$ cat src/rtl/wkp_pkg.sv
package wkp_pkg;

   // Progress of the wake-pattern sequencer
   typedef enum logic [2:0] {
      PH_IDLE      = 3'd0,   // waiting for the first qualified dominant
      PH_WAIT_REC  = 3'd1,   // first dominant seen, waiting for a qualified recessive
      PH_WAIT_DOM2 = 3'd2,   // recessive seen, waiting for the second dominant
      PH_WAKE      = 3'd3,   // pattern recognised, wake-request mode
      PH_LOCKOUT   = 3'd4    // timed out, waiting for a qualified recessive
   } wk_phase_t;

endpackage

$ cat src/rtl/wkp_sync.sv
module wkp_sync #(
   parameter int   STAGES  = 2,
   parameter logic RST_VAL = 1'b0
) (
   input  logic clk,
   input  logic rst_n,
   input  logic d_i,
   output logic q_o
);

   generate
      if (STAGES < 2) begin : g_bad_stages
         $error("wkp_sync: STAGES must be at least 2");
      end
   endgenerate

   logic [STAGES-1:0] chain_q;

   always_ff @(posedge clk or negedge rst_n) begin
      if (!rst_n) chain_q <= {STAGES{RST_VAL}};
      else        chain_q <= {chain_q[STAGES-2:0], d_i};
   end

   assign q_o = chain_q[STAGES-1];

endmodule

$ cat src/rtl/wkp_filter.sv
module wkp_filter #(
   parameter int FILT_CYC = 16
) (
   input  logic clk,
   input  logic rst_n,
   input  logic lvl_i,        // synchronised bus level, 1 = dominant
   output logic dom_lvl_o,    // dominant held beyond the filter time
   output logic dom_evt_o,    // one-cycle pulse: dominant just qualified
   output logic rec_evt_o     // one-cycle pulse: recessive just qualified
);

   localparam int          CW      = $clog2(FILT_CYC + 1);
   localparam logic [CW-1:0] CNT_TOP = CW'(FILT_CYC);

   generate
      if (FILT_CYC < 1) begin : g_bad_filt
         $error("wkp_filter: FILT_CYC must be at least 1");
      end
   endgenerate

   logic          lvl_q;
   logic [CW-1:0] run_q;
   logic          dom_q, rec_q;
   logic          dom_c, rec_c;

   // run_q counts cycles since the last change of level, saturating at CNT_TOP
   always_ff @(posedge clk or negedge rst_n) begin
      if (!rst_n) begin
         lvl_q <= 1'b0;
         run_q <= '0;
      end else begin
         lvl_q <= lvl_i;
         if (lvl_i != lvl_q)      run_q <= '0;
         else if (run_q != CNT_TOP) run_q <= run_q + 1'b1;
      end
   end

   assign dom_c =  lvl_q && (run_q == CNT_TOP);
   assign rec_c = !lvl_q && (run_q == CNT_TOP);

   always_ff @(posedge clk or negedge rst_n) begin
      if (!rst_n) begin
         dom_q <= 1'b0;
         rec_q <= 1'b0;
      end else begin
         dom_q <= dom_c;
         rec_q <= rec_c;
      end
   end

   assign dom_lvl_o = dom_c;
   assign dom_evt_o = dom_c && !dom_q;
   assign rec_evt_o = rec_c && !rec_q;

   AST_EVT_EXCLUSIVE: assert property (@(posedge clk) disable iff (!rst_n)
      !(dom_evt_o && rec_evt_o));
   AST_RUN_BOUNDED: assert property (@(posedge clk) disable iff (!rst_n)
      run_q <= CNT_TOP);
   AST_DOM_EVT_HELD: assert property (@(posedge clk) disable iff (!rst_n)
      dom_evt_o |-> $past(lvl_i));

endmodule

$ cat src/rtl/wkp_seq.sv
module wkp_seq
   import wkp_pkg::*;
#(
   parameter int TMO_CYC = 4096
) (
   input  logic      clk,
   input  logic      rst_n,
   input  logic      dom_evt_i,
   input  logic      rec_evt_i,
   input  logic      sleep_en_i,
   input  logic      clr_i,
   output wk_phase_t phase_o,
   output logic      hit_o        // second dominant qualifies this cycle
);

   localparam int          TW       = $clog2(TMO_CYC + 1);
   localparam logic [TW-1:0] TMO_LAST = TW'(TMO_CYC - 1);

   generate
      if (TMO_CYC < 2) begin : g_bad_tmo
         $error("wkp_seq: TMO_CYC must be at least 2");
      end
   endgenerate

   wk_phase_t     st_q, st_d;
   logic [TW-1:0] tmo_q, tmo_d;

   always_comb begin
      st_d  = st_q;
      tmo_d = tmo_q;
      unique case (st_q)
         PH_IDLE: begin
            tmo_d = '0;
            if (dom_evt_i) st_d = PH_WAIT_REC;
         end
         PH_WAIT_REC: begin
            if (tmo_q == TMO_LAST) st_d = PH_LOCKOUT;
            else begin
               tmo_d = tmo_q + 1'b1;
               if (rec_evt_i) st_d = PH_WAIT_DOM2;
            end
         end
         PH_WAIT_DOM2: begin
            if (dom_evt_i)              st_d = PH_WAKE;
            else if (tmo_q == TMO_LAST) st_d = PH_LOCKOUT;
            else                        tmo_d = tmo_q + 1'b1;
         end
         PH_WAKE: st_d = PH_WAKE;
         PH_LOCKOUT: begin
            if (rec_evt_i) st_d = PH_IDLE;
         end
         default: st_d = PH_IDLE;
      endcase
      if (clr_i)                            st_d = PH_IDLE;
      else if (!sleep_en_i && st_q != PH_WAKE) st_d = PH_IDLE;
   end

   always_ff @(posedge clk or negedge rst_n) begin
      if (!rst_n) begin
         st_q  <= PH_IDLE;
         tmo_q <= '0;
      end else begin
         st_q  <= st_d;
         tmo_q <= tmo_d;
      end
   end

   assign phase_o = st_q;
   assign hit_o   = (st_q == PH_WAIT_DOM2) && (st_d == PH_WAKE);

   AST_CLR_TO_IDLE: assert property (@(posedge clk) disable iff (!rst_n)
      clr_i |=> st_q == PH_IDLE);
   AST_WAKE_ENTRY: assert property (@(posedge clk) disable iff (!rst_n)
      (st_q == PH_WAKE && $past(st_q) != PH_WAKE)
         |-> ($past(st_q) == PH_WAIT_DOM2 && $past(dom_evt_i)));
   AST_TMO_BOUNDED: assert property (@(posedge clk) disable iff (!rst_n)
      tmo_q <= TMO_LAST);
   AST_NO_SLEEP_IDLE: assert property (@(posedge clk) disable iff (!rst_n)
      (!sleep_en_i && st_q != PH_WAKE) |=> st_q == PH_IDLE);
   AST_LOCK_EXIT: assert property (@(posedge clk) disable iff (!rst_n)
      ($past(st_q) == PH_LOCKOUT && st_q == PH_IDLE)
         |-> ($past(rec_evt_i) || $past(clr_i) || !$past(sleep_en_i)));

endmodule

$ cat src/rtl/wkp_detect.sv
module wkp_detect
   import wkp_pkg::*;
#(
   parameter int FILT_CYC    = 16,
   parameter int TMO_CYC     = 4096,
   parameter int SYNC_STAGES = 2
) (
   input  logic clk,
   input  logic rst_n,
   input  logic bus_dom_i,
   input  logic sleep_en_i,
   input  logic normal_req_i,
   input  logic uv_i,
   output logic wake_rx_n_o,
   output logic wake_flag_o,
   output logic irq_n_o,
   output logic wkrq_n_o
);

   generate
      if (TMO_CYC <= FILT_CYC) begin : g_bad_window
         $error("wkp_detect: TMO_CYC must exceed FILT_CYC");
      end
   endgenerate

   logic      bus_s;
   logic      dom_lvl, dom_evt, rec_evt;
   logic      hit;
   logic      clr;
   wk_phase_t phase;

   assign clr = normal_req_i || uv_i;

   wkp_sync #(.STAGES(SYNC_STAGES), .RST_VAL(1'b0)) u_sync (
      .clk   (clk),
      .rst_n (rst_n),
      .d_i   (bus_dom_i),
      .q_o   (bus_s)
   );

   wkp_filter #(.FILT_CYC(FILT_CYC)) u_filt (
      .clk       (clk),
      .rst_n     (rst_n),
      .lvl_i     (bus_s),
      .dom_lvl_o (dom_lvl),
      .dom_evt_o (dom_evt),
      .rec_evt_o (rec_evt)
   );

   wkp_seq #(.TMO_CYC(TMO_CYC)) u_seq (
      .clk        (clk),
      .rst_n      (rst_n),
      .dom_evt_i  (dom_evt),
      .rec_evt_i  (rec_evt),
      .sleep_en_i (sleep_en_i),
      .clr_i      (clr),
      .phase_o    (phase),
      .hit_o      (hit)
   );

   logic wake_mode;
   assign wake_mode   = (phase == PH_WAKE);
   assign wake_rx_n_o = !((wake_mode || hit) && dom_lvl);
   assign wake_flag_o = wake_mode;
   assign irq_n_o     = !wake_mode;
   assign wkrq_n_o    = !wake_mode;

   AST_RX_NEEDS_DOM: assert property (@(posedge clk) disable iff (!rst_n)
      !wake_rx_n_o |-> (dom_lvl && sleep_en_i) || wake_flag_o);
   AST_FLAG_AFTER_DOM: assert property (@(posedge clk) disable iff (!rst_n)
      $rose(wake_flag_o) |-> $past(dom_lvl) && !$past(clr));
   AST_HOST_PINS_CLEAR: assert property (@(posedge clk) disable iff (!rst_n)
      clr |=> irq_n_o && wkrq_n_o);

endmodule

$ cat config.mk
export PLATFORM = sky130hd
export DESIGN_NAME = wkp_detect
export DESIGN_NICKNAME = d
export VERILOG_FILES = /design/src/rtl/wkp_pkg.sv /design/src/rtl/wkp_sync.sv /design/src/rtl/wkp_filter.sv /design/src/rtl/wkp_seq.sv /design/src/rtl/wkp_detect.sv
export SDC_FILE = /design/constraint.sdc
export NUM_CORES = 1
export LEC_CHECK = 0
export BUFFER_PORTS_ARGS = -buffer_cell sky130_fd_sc_hd__buf_2
export CORE_MARGIN = 5
export CORE_UTILIZATION = 50
export CTS_BUF_LIST = sky130_fd_sc_hd__clkbuf_2
export DETAILED_ROUTE_END_ITERATION = 10
export PLACE_DENSITY_LB_ADDON = 0.08
export SLEW_MARGIN = 5
export SYNTH_ARGS = -nofsm -noshare
export SYNTH_HDL_FRONTEND = slang
export SYNTH_SLANG_ARGS = --single-unit
$ cat constraint.sdc
create_clock -name clk -period 2.5 [get_ports clk]
set_input_delay 0.375 -clock clk [delete_from_list [all_inputs] [get_ports clk]]
set_output_delay 0.375 -clock clk [all_outputs]
set_load 0.005 [all_outputs]
# [Word-level counts from Yosys, hierarchy flattened]
# Index checks and enable logic that the tools add are counted.
[totals] reg_bits=26 latchBits=0 mem_bits_rw=0 romBits=0 in_bits=6 out_inout_bits=4 n_memories=0
[classes] add_sub_neg=2 multipliers=0 div_mod_pow=0 n_lt_le_gt_ge=0 n_eq_ne=11 n_shift=0 muxes=14 bitwise=0 reduce_logical=19
[ops] operator="13-bit case mux with 3 select lines" count=1
[ops] operator="13-bit two-way mux" count=2
[ops] operator="3-bit two-way mux" count=8
[ops] operator="3-bit case mux with 5 select lines" count=1
[ops] operator="13-bit by 1-bit adder with 13-bit output (second input constant)" count=1
[ops] operator="13-bit by 12-bit == test with 1-bit output (second input constant)" count=1
[ops] operator="5-bit two-way mux" count=2
[ops] operator="3-bit by 2-bit == test with 1-bit output (second input constant)" count=3
[ops] operator="1-bit logical AND" count=7
[ops] operator="1-bit zero test" count=6
[ops] operator="5-bit by 1-bit adder with 5-bit output (second input constant)" count=1
[ops] operator="5-bit == test (second input constant)" count=1
[ops] operator="5-bit inequality test (second input constant)" count=1
[ops] operator="3-bit by 1-bit == test with 1-bit output (second input constant)" count=1
[ops] operator="3-bit == test (second input constant)" count=1
[ops] operator="3-bit zero test" count=1
[ops] operator="3-bit by 2-bit inequality test with 1-bit output (second input constant)" count=1
[ops] operator="3-bit nonzero test" count=1
[ops] operator="1-bit logical OR" count=2
[ops] operator="2-bit inequality test (second input constant)" count=1
[ops] operator="2-bit AND reduction" count=1
[ops] operator="2-bit nonzero test" count=1
[ops] operator="1-bit inequality test" count=1

# [Longest topological paths before layout]
# Gate-level depths: netlist of run 1.
[logic_depth] ltp_word=13 depth_mapped=7 ltp_nobuf=6

# [By module]
# From an unflattened synthesis of run 1, not the netlist that was laid out.
[hier_totals] cells_unflattened=142 area_unflattened_um2=1421.4
[modules_own_cells] mod="wkp_seq" instances=1 cells_each=105 area_per_inst_um2=952.2
[modules_own_cells] mod="wkp_filter" instances=1 cells_each=30 area_per_inst_um2=372.9
[modules_own_cells] mod="wkp_sync" instances=1 cells_each=2 area_per_inst_um2=50.0
[modules_own_cells] mod="wkp_detect" instances=1 cells_each=5 area_per_inst_um2=46.3

# [Worst setup path after synthesis of run 1]
# Ideal clock, no wire load.
[synth_path] kind="flip-flop to output port" start="register u_seq.st_q[1] (netlist: u_seq.phase_o[1])" end="output port wake_rx_n_o" t_arrival_ns=1.470 t_required_ns=2.125 slack_ns=0.655 stages_incl_launch_ff=6 n_path_buf=1 cell_sequence="dfrtp_1 clkbuf_1 nor2_1 o2bb2ai_1 a31oi_1 or4_1"
[synth_between] elab_chain_cells=10 elab_cells_between_ends=21
[synth_rtl] element="from (decl)" line="wkp_seq.sv:25" rtl="wk_phase_t st_q, st_d;"
[synth_rtl] element="from (signal assigned)" line="wkp_seq.sv:63" rtl="st_q <= st_d;"
[synth_rtl] element="3-bit two-way mux (on tied branches)" line="wkp_seq.sv:45, wkp_seq.sv:40"
[synth_rtl] element="3-bit two-way mux (on tied branches)" line="wkp_seq.sv:44, wkp_seq.sv:37"
[synth_rtl] element="3-bit case mux with 5 select lines" line="wkp_seq.sv:31" rtl="unique case (st_q)"
[synth_rtl] element="3-bit two-way mux" line="wkp_seq.sv:55" rtl="else if (!sleep_en_i && st_q != PH_WAKE) st_d = PH_IDLE;"
[synth_rtl] element="3-bit two-way mux" line="wkp_seq.sv:54" rtl="if (clr_i) st_d = PH_IDLE;"
[synth_rtl] element="3-bit by 2-bit == test with 1-bit output" line="wkp_seq.sv:69" rtl="assign hit_o = (st_q == PH_WAIT_DOM2) && (st_d == PH_WAKE);"
[synth_rtl] element="1-bit logical AND" line="wkp_seq.sv:69"
[synth_rtl] element="1-bit logical OR *" line="wkp_detect.sv:63" rtl="assign wake_rx_n_o = !((wake_mode || hit) && dom_lvl);"
[synth_rtl] element="1-bit logical AND *" line="wkp_detect.sv:63"
[synth_rtl] element="1-bit zero test *" line="wkp_detect.sv:63"
[synth_rtl] element="to (decl)" line="wkp_detect.sv:14" rtl="output logic wake_rx_n_o,"
# Mark *: on every way between the ends. The rest lies on a longest branch, timed or not.

# [Worst setup path in the final report of run 1]
[layout_path] start="register u_filt.run_q[0]" end="output port wake_rx_n_o"
[layout_between] elab_chain_cells=13 elab_cells_between_ends=18
[layout_rtl] element="from (decl)" line="wkp_filter.sv:22" rtl="logic [CW-1:0] run_q;"
[layout_rtl] element="from (signal assigned)" line="wkp_filter.sv:34" rtl="else if (run_q != CNT_TOP) run_q <= run_q + 1'b1;"
[layout_rtl] element="5-bit == test *" line="wkp_filter.sv:38, wkp_filter.sv:39"
[layout_rtl] element="1-bit logical AND" line="wkp_filter.sv:39" rtl="assign rec_c = !lvl_q && (run_q == CNT_TOP);"
[layout_rtl] element="1-bit logical AND" line="wkp_filter.sv:53" rtl="assign rec_evt_o = rec_c && !rec_q;"
[layout_rtl] element="3-bit two-way mux" line="wkp_seq.sv:40" rtl="if (rec_evt_i) st_d = PH_WAIT_DOM2;"
[layout_rtl] element="3-bit two-way mux" line="wkp_seq.sv:37" rtl="if (tmo_q == TMO_LAST) st_d = PH_LOCKOUT;"
[layout_rtl] element="3-bit case mux with 5 select lines" line="wkp_seq.sv:31"
[layout_rtl] element="3-bit two-way mux" line="wkp_seq.sv:55"
[layout_rtl] element="3-bit two-way mux" line="wkp_seq.sv:54"
[layout_rtl] element="3-bit by 2-bit == test with 1-bit output" line="wkp_seq.sv:69"
[layout_rtl] element="1-bit logical AND" line="wkp_seq.sv:69"
[layout_rtl] element="1-bit logical OR" line="wkp_detect.sv:63"
[layout_rtl] element="1-bit logical AND *" line="wkp_detect.sv:63"
[layout_rtl] element="1-bit zero test *" line="wkp_detect.sv:63"
# Marks and branches as above.

==> impl_metrics.json, run 1 <==
{
  "final_cell_area_sq_um": 1730,
  "core_area_sq_um": 2980,
  "synth_top_cells_by_count": "dfrtp_1, nand2_1, nor2_1, inv_1, a21oi_1",
  "result_of_the_run": "completed",
  "worstSetupEndpointType": "output port",
  "initial_utilization_pct": 51.2,
  "first_pass_grt_wire_length_microns": 5820,
  "grt_start_max_net_pins": 27,
  "pwr_density_cell_nw_per_um2": 440,
  "synth_area_sq_um": 1520,
  "route.detailed.wl_per_inst_microns": 15.1,
  "numCtsBuffers": 3,
  "worst_ep_arrival_time_ns": 1.91,
  "rsz0062_at_grt": "false",
  "cts.reportedPaths.clkPinSlew_ns": 0.24,
  "clk_latency_ns": 0.36,
  "cp.required_ns": 2.12,
  "final-hold-violation-count": 0,
  "crit_type": "register to output port",
  "area_growth_pct": 13.3,
  "hold_path_class": "primary input to register",
  "std_cell_rows": 20,
  "hpwlAfterDp_microns": 2350,
  "postSynth.asyncResetShare_pct": 100,
  "cts_max_level": 1,
  "period_minus_slack_ns": 2.29,
  "drive_gt1_share_pct": 21.2,
  "global_route.overflow_total": 0,
  "synth_sequential_area_ratio_pct": 42.7,
  "syn_nets": 172,
  "design.final.nets": 189,
  "netSwitchingPower_w": 0.000169,
  "routabilityCongestion": 0.959,
  "cts_root_buf": "clkbuf_2",
  "yosys_register_bits": 26,
  "irDropWorstVdd_mv": 0.309,
  "n_fill_cell": 267,
  "netlist.area_leader.share_pct": 42.7,
  "cts_tree": "yes",
  "yosysWarnings": 0,
  "dpl_cell_area_sq_um": 1610,
  "power.clock.fraction_pct": 35.2,
  "num_vias": 1286,
  "dieArea_sq_um": 4250,
  "crit_path_cell_trace": "inv_1 > ha_1 > nand4bb_4 > or4_1 > buf_2",
  "final_core_util_pct": 58.0,
  "internal_power_w": 0.000590,
  "critPathLaunchType": "register",
  "n_antenna_cell": 0,
  "dieWidth_microns": 65.2,
  "crit_fanout": 9,
  "peak_freq_ghz": 0.437,
  "io_pins": 10,
  "final_cell_count_no_fill": 212,
  "seq_power_share_pct": 58.1,
  "post_synth.cell_area_avg_sq_um": 9.35,
  "buffer_ports.inserted": 9,
  "report.final.slew_viol_count": 0,
  "maxSlewHeadroom_pct": 62.1,
  "antenna_found_initial": 0,
  "cap_violations": 0,
  "drt_first_iter_violations": 112,
  "detail-route-antenna-nets": 0,
  "timing.critical_path.slowest_cell_delay_ns": 0.49,
  "synth_top_cell_by_area": "dfrtp_1",
  "numClockSinks": 26,
  "setup_total_negative_slack_ns": 0,
  "synth_flop_cell": "dfrtp_1",
  "power.combinational.fraction_pct": 6.7,
  "groute.usage.overall_pct": 17.1,
  "routed_wire_length_microns": 3210,
  "clock_skew_ns": 0.00659,
  "routed_via_density": 6.07,
  "cts_buffer_depth": 2,
  "fin_crit_sh_pct": 91.6,
  "yosysMostFrequentCell": "dfrtp_1",
  "drcViolationCount": 0,
  "critPathSlowestCell": "or4_1",
  "post_synth_main_area_contributors": "dfrtp_1, nand2_1, mux2i_1",
  "drt_pass1_iterations": 4,
  "distinct_cell_type_count_of_the_synthesized_netlist": 44,
  "die_height_microns": 65.2,
  "tightestPinTransition_ns": 0.568,
  "synthesis.instances": 163,
  "cellLeakagePower_nw": 0.679,
  "synth-edff-count": 0,
  "netSwitchingFraction_pct": 22.2,
  "grt_pass1_vias": 1229,
  "timing.final.setup_violations": 0,
  "place_inst": 202
}
-- per-layer routing --
metal / track usage (%) / part of all wire, % / vias up
met5: 0 / 0 / -
met3: 2.56 / 2.3 / 5
met4: 3.89 / 0.97 / 0
met2: 29.1 / 50 / 18
li1: - / - / 630
met1: 23.1 / 47 / 633
-- flip-flops by register name, summed over array words and instances (netlist names) --
register        cells
u_seq.tmo_q        13
u_filt.run_q        5
u_filt.lvl_q        1
u_sync.chain_q      2
u_seq.phase_o       3
u_filt.dom_q        1
u_filt.rec_q        1
-- what timing repair did --
action | 4_1_cts | 5_1_grt
pin swaps | 0 | 0
setup buffers | 0 | 5
endpoints found under the setup margin | 1 | 1
resized for setup | 1 | 5
hold endpoints to repair | 26 | 0
hold buffers | 1 | 0
-- critical path, delay by kind of cell (launching register included) --
family	cells	cell delay [ns]
flops	1	0.48
fa+ha+maj	1	0.20
simple gates	2	0.67
buf+inv	2	0.22
-- area by class of cell --
class | count | area, sq um | share of cell area (%)
Clock buffer | 3 | 15.0 | 0.870
Clock inverter | 1 | 30.0 | 1.74
Inverter | 11 | 41.3 | 2.39
Multi-Input combinational cell | 119 | 823 | 47.7
Sequential cell | 26 | 653 | 37.8
Tap cell | 33 | 41.3 | 2.39
Timing Repair Buffer | 19 | 123 | 7.10
-- cells in the final DEF, fill, tap and decap left out, types with 2 or more instances in the layout --
master / netlist / routed
a21oi_1: 7 / 7
buf_2: 2 / 9
buf_4: 1 / 9
clkbuf_2: 0 / 3
dfrtp_1: 26 / 24
dfrtp_2: 0 / 2
ha_1: 3 / 3
inv_1: 11 / 11
mux2i_1: 6 / 6
nand2_1: 17 / 17
nand2b_1: 4 / 4
nand3_1: 5 / 5
nand3b_1: 2 / 2
nand4_1: 3 / 3
nor2_1: 14 / 13
nor3_1: 3 / 3
nor4_1: 6 / 6
o2111ai_1: 2 / 2
o211ai_1: 3 / 3
o21ai_0: 3 / 3
o31ai_1: 6 / 6
o32ai_1: 2 / 2
o41ai_1: 2 / 2
or2_2: 4 / 4
or3_1: 2 / 2
or4_1: 3 / 3
xor2_1: 4 / 4
-- logic make-up after synthesis --
family	count (synthesis)	share of synthesized area, %
muxes	7	4.68
adders and majority gates	3	2.46
DFF	26	42.7
and+or+nand+nor	71	26.4
AOI/OAI and AO/OA	33	16.0
xor gates and xnor gates	5	2.87
buffers and inverters	18	4.84
-- through the flow --
stage	power, W	setup WS [ns]	hold WS (ns)
after floorplan	0.000473	0.655	0.0794
after global placement	0.000490	0.480	0.337
after detailed placement	0.000495	0.380	0.342
after CTS	0.000765	0.0410	0.0798
after global routing	0.000799	0.0293	0.0561
final	0.000759	0.210	0.102
-- final timing paths --
check,startpoint,to,slack (ns),cells past startpoint
min in group asynchronous,rst_n,u_seq.tmo_q[3],0.49,2
worst min register to register,u_sync.chain_q[0],u_sync.chain_q[1],0.39,0
max in group asynchronous,rst_n,u_seq.phase_o[1],1.61,2
worst min-delay path,bus_dom_i,u_sync.chain_q[0],0.10,1
worst max register to register,u_filt.run_q[0],u_seq.tmo_q[2],0.48,7
worst max-delay path,u_filt.run_q[0],wake_rx_n_o,0.21,5
-- power groups by stage --
| stage | sequential, W | clock (W) | combinational (W) |
|---|---|---|---|
| 3_5_place_dp | 0.000448 | 0 | 0.0000465 |
| 5_1_grt | 0.000443 | 0.000297 | 0.0000594 |
| 3_3_place_gp | 0.000448 | 0 | 0.0000424 |
| 4_1_cts | 0.000441 | 0.000276 | 0.0000476 |
| 2_1_floorplan | 0.000446 | 0 | 0.0000265 |
| 6_report | 0.000441 | 0.000267 | 0.0000506 |
(Power assumes the default switching activity.)
==> run 2: changes to the inputs <==
Settings changed: CORE_UTILIZATION 50 to 43, PLACE_DENSITY set to 0.61, PLACE_DENSITY_LB_ADDON 0.08 to not set.
==> run 2 against run 1 <==
Net effect: first-iteration DRC count fell by 29%; global-route usage fell by 3.0 points; sequential power barely moved; clock-buffer cell count did not move; wire length rose by 1.3%; design area fell by 1.2%; core utilization fell by 7.6 points; critical endpoint unchanged; largest cell class unchanged.
==> impl_metrics.json, run 2 (synthesis gave the netlist of run 1 again) <==
{
  "result_of_the_run": "completed",
  "design.final.nets": 187,
  "area_growth_pct": 12.0,
  "worstSetupEndpointType": "output port",
  "netSwitchingFraction_pct": 21.8,
  "numCtsBuffers": 3,
  "ff2ff_path_depth": 5,
  "final-hold-violation-count": 0,
  "critical_path.top_delay_family": "simple AND/OR/NAND/NOR gates",
  "clock_skew_ns": 0.00821,
  "cts_max_level": 1,
  "seq_power_share_pct": 58.8,
  "finalPower_w": 0.000751,
  "crit_path_start": "u_filt.run_q[0]",
  "drive_gt1_share_pct": 19.8,
  "layout.cells.most_common_list": "dfrtp_1, nand2_1, nor2_1",
  "drcViolationCount": 0,
  "routed_wire_length_microns": 3250,
  "n_antenna_cell": 0,
  "numClockSinks": 26,
  "post-place-ws_ns": 0.460,
  "crit_path_cell_trace": "inv_1 > ha_1 > nand4bb_1 > buf_4 > or4_1 > buf_2",
  "first_pass_grt_wire_length_microns": 5780,
  "place_inst": 215,
  "netSwitchingPower_w": 0.000163,
  "critPathSlowestCell": "dfrtp_1",
  "clk_latency_ns": 0.35,
  "largest_register_ff_count": 13,
  "num_vias": 1289,
  "timing.final.setup_violations": 0,
  "path_buf_inv": 3,
  "dpl_cell_area_sq_um": 1620,
  "cts.reportedPaths.clkPinSlew_ns": 0.24,
  "hpwlAfterDp_microns": 2340,
  "cellLeakagePower_nw": 0.665,
  "timing.rr.end": "u_seq.tmo_q[9]",
  "dieWidth_microns": 69.5,
  "cts_buffer_depth": 2,
  "holdCritStartpoint": "bus_dom_i",
  "antenna_found_initial": 0,
  "initial_utilization_pct": 45.0,
  "route.detailed.wl_per_inst_microns": 14.6,
  "die_height_microns": 69.5,
  "buffer_ports.inserted": 9,
  "peak_freq_ghz": 0.428,
  "fin_crit_sh_pct": 93.4,
  "report.final.slew_viol_count": 0,
  "routed_via_density": 5.78,
  "std_cell_rows": 21,
  "crit_fanout": 13,
  "crit_type": "register to output port",
  "io_pins": 10,
  "grt_pass1_vias": 1219,
  "rrSetupSlack_ns": 0.59,
  "mostFrequentLayoutCell": "dfrtp_1",
  "cts_tree": "yes",
  "worst_hold_path.endpoint": "u_sync.chain_q[0]",
  "drt_first_iter_violations": 79,
  "wl_met1_microns": 1570,
  "final.setup.worst_slack_ns": 0.164,
  "worst_ep_arrival_time_ns": 1.96,
  "detail-route-antenna-nets": 0,
  "period_minus_slack_ns": 2.34,
  "global_route.overflow_total": 0,
  "final_cell_area_sq_um": 1710,
  "min_delay_path_depth": 1,
  "setup_total_negative_slack_ns": 0,
  "drt_pass1_iterations": 4,
  "met2_wirelength_microns": 1500,
  "cap_violations": 0,
  "groute.usage.overall_pct": 14.1,
  "internal_power_w": 0.000588,
  "grt_start_max_net_pins": 27,
  "tightestPinTransition_ns": 0.599,
  "power.clock.fraction_pct": 35.3,
  "irDropWorstVdd_mv": 0.243,
  "maxSlewHeadroom_pct": 60.1,
  "wl_met3_microns": 144,
  "pwr_density_cell_nw_per_um2": 440,
  "routed.top_layer": "met4",
  "registers.top_by_ff_count": "u_seq.tmo_q",
  "rsz0062_at_grt": "false",
  "critPathLaunchType": "register",
  "final_cell_count_no_fill": 223,
  "worstReg2RegStart": "u_seq.tmo_q[0]",
  "routabilityCongestion": 0.923,
  "cp.required_ns": 2.12,
  "dieArea_sq_um": 4830,
  "core_area_sq_um": 3390,
  "cts_root_buf": "clkbuf_2",
  "power.combinational.fraction_pct": 5.9,
  "hold_path_class": "primary input to register",
  "timing.critical_path.slowest_cell_delay_ns": 0.48
}
-- run 2: worst max-delay path by stage --
stage,end,slack (ns),cells past startpoint
floorplan,wake_rx_n_o,0.66,5
global placement,wake_rx_n_o,0.49,5
detailed placement,wake_rx_n_o,0.46,5
CTS,wake_rx_n_o,0.08,5
global route,wake_rx_n_o,0.005,6
finish,wake_rx_n_o,0.16,6
-- run 2: power by group through the flow --
stage	combinational, W	clock, W	sequential, W
after floorplan	0.0000265	0	0.000446
after global placement	0.0000418	0	0.000447
after detailed placement	0.0000448	0	0.000448
after CTS	0.0000458	0.000274	0.000442
after global routing	0.0000536	0.000296	0.000444
final	0.0000445	0.000265	0.000442
-- run 2: stage by stage --
step	util [%]	hold WS [ns]
2_1_floorplan	-	0.0794
3_3_place_gp	47.9	0.334
3_5_place_dp	47.9	0.337
4_1_cts	49.6	0.0961
5_1_grt	50.4	0.0553
6_report	50.4	0.117
-- run 2: cell type report --
cell class,count,area [sq um]
clock buffers,3,15.0
clock inverters,1,30.0
fillers,322,1680
inverters,11,41.3
multi-input cells,119,802
flip-flops and latches,26,653
well taps,46,57.6
repair buffers,17,108
-- run 2: repair_timing --
item | CTS | global route
hold buffers | 1 | 0
gates resized for setup | 1 | 2
endpoints found under the hold margin | 26 | 0
buffers inserted | 0 | 3
setup endpoints to repair | 1 | 1
-- run 2: metal layers --
metal,track usage [%],vias to the layer above
met3,3.19,4
met5,0,-
li1,-,624
met1,20.2,625
met2,21.0,36
met4,4.56,0
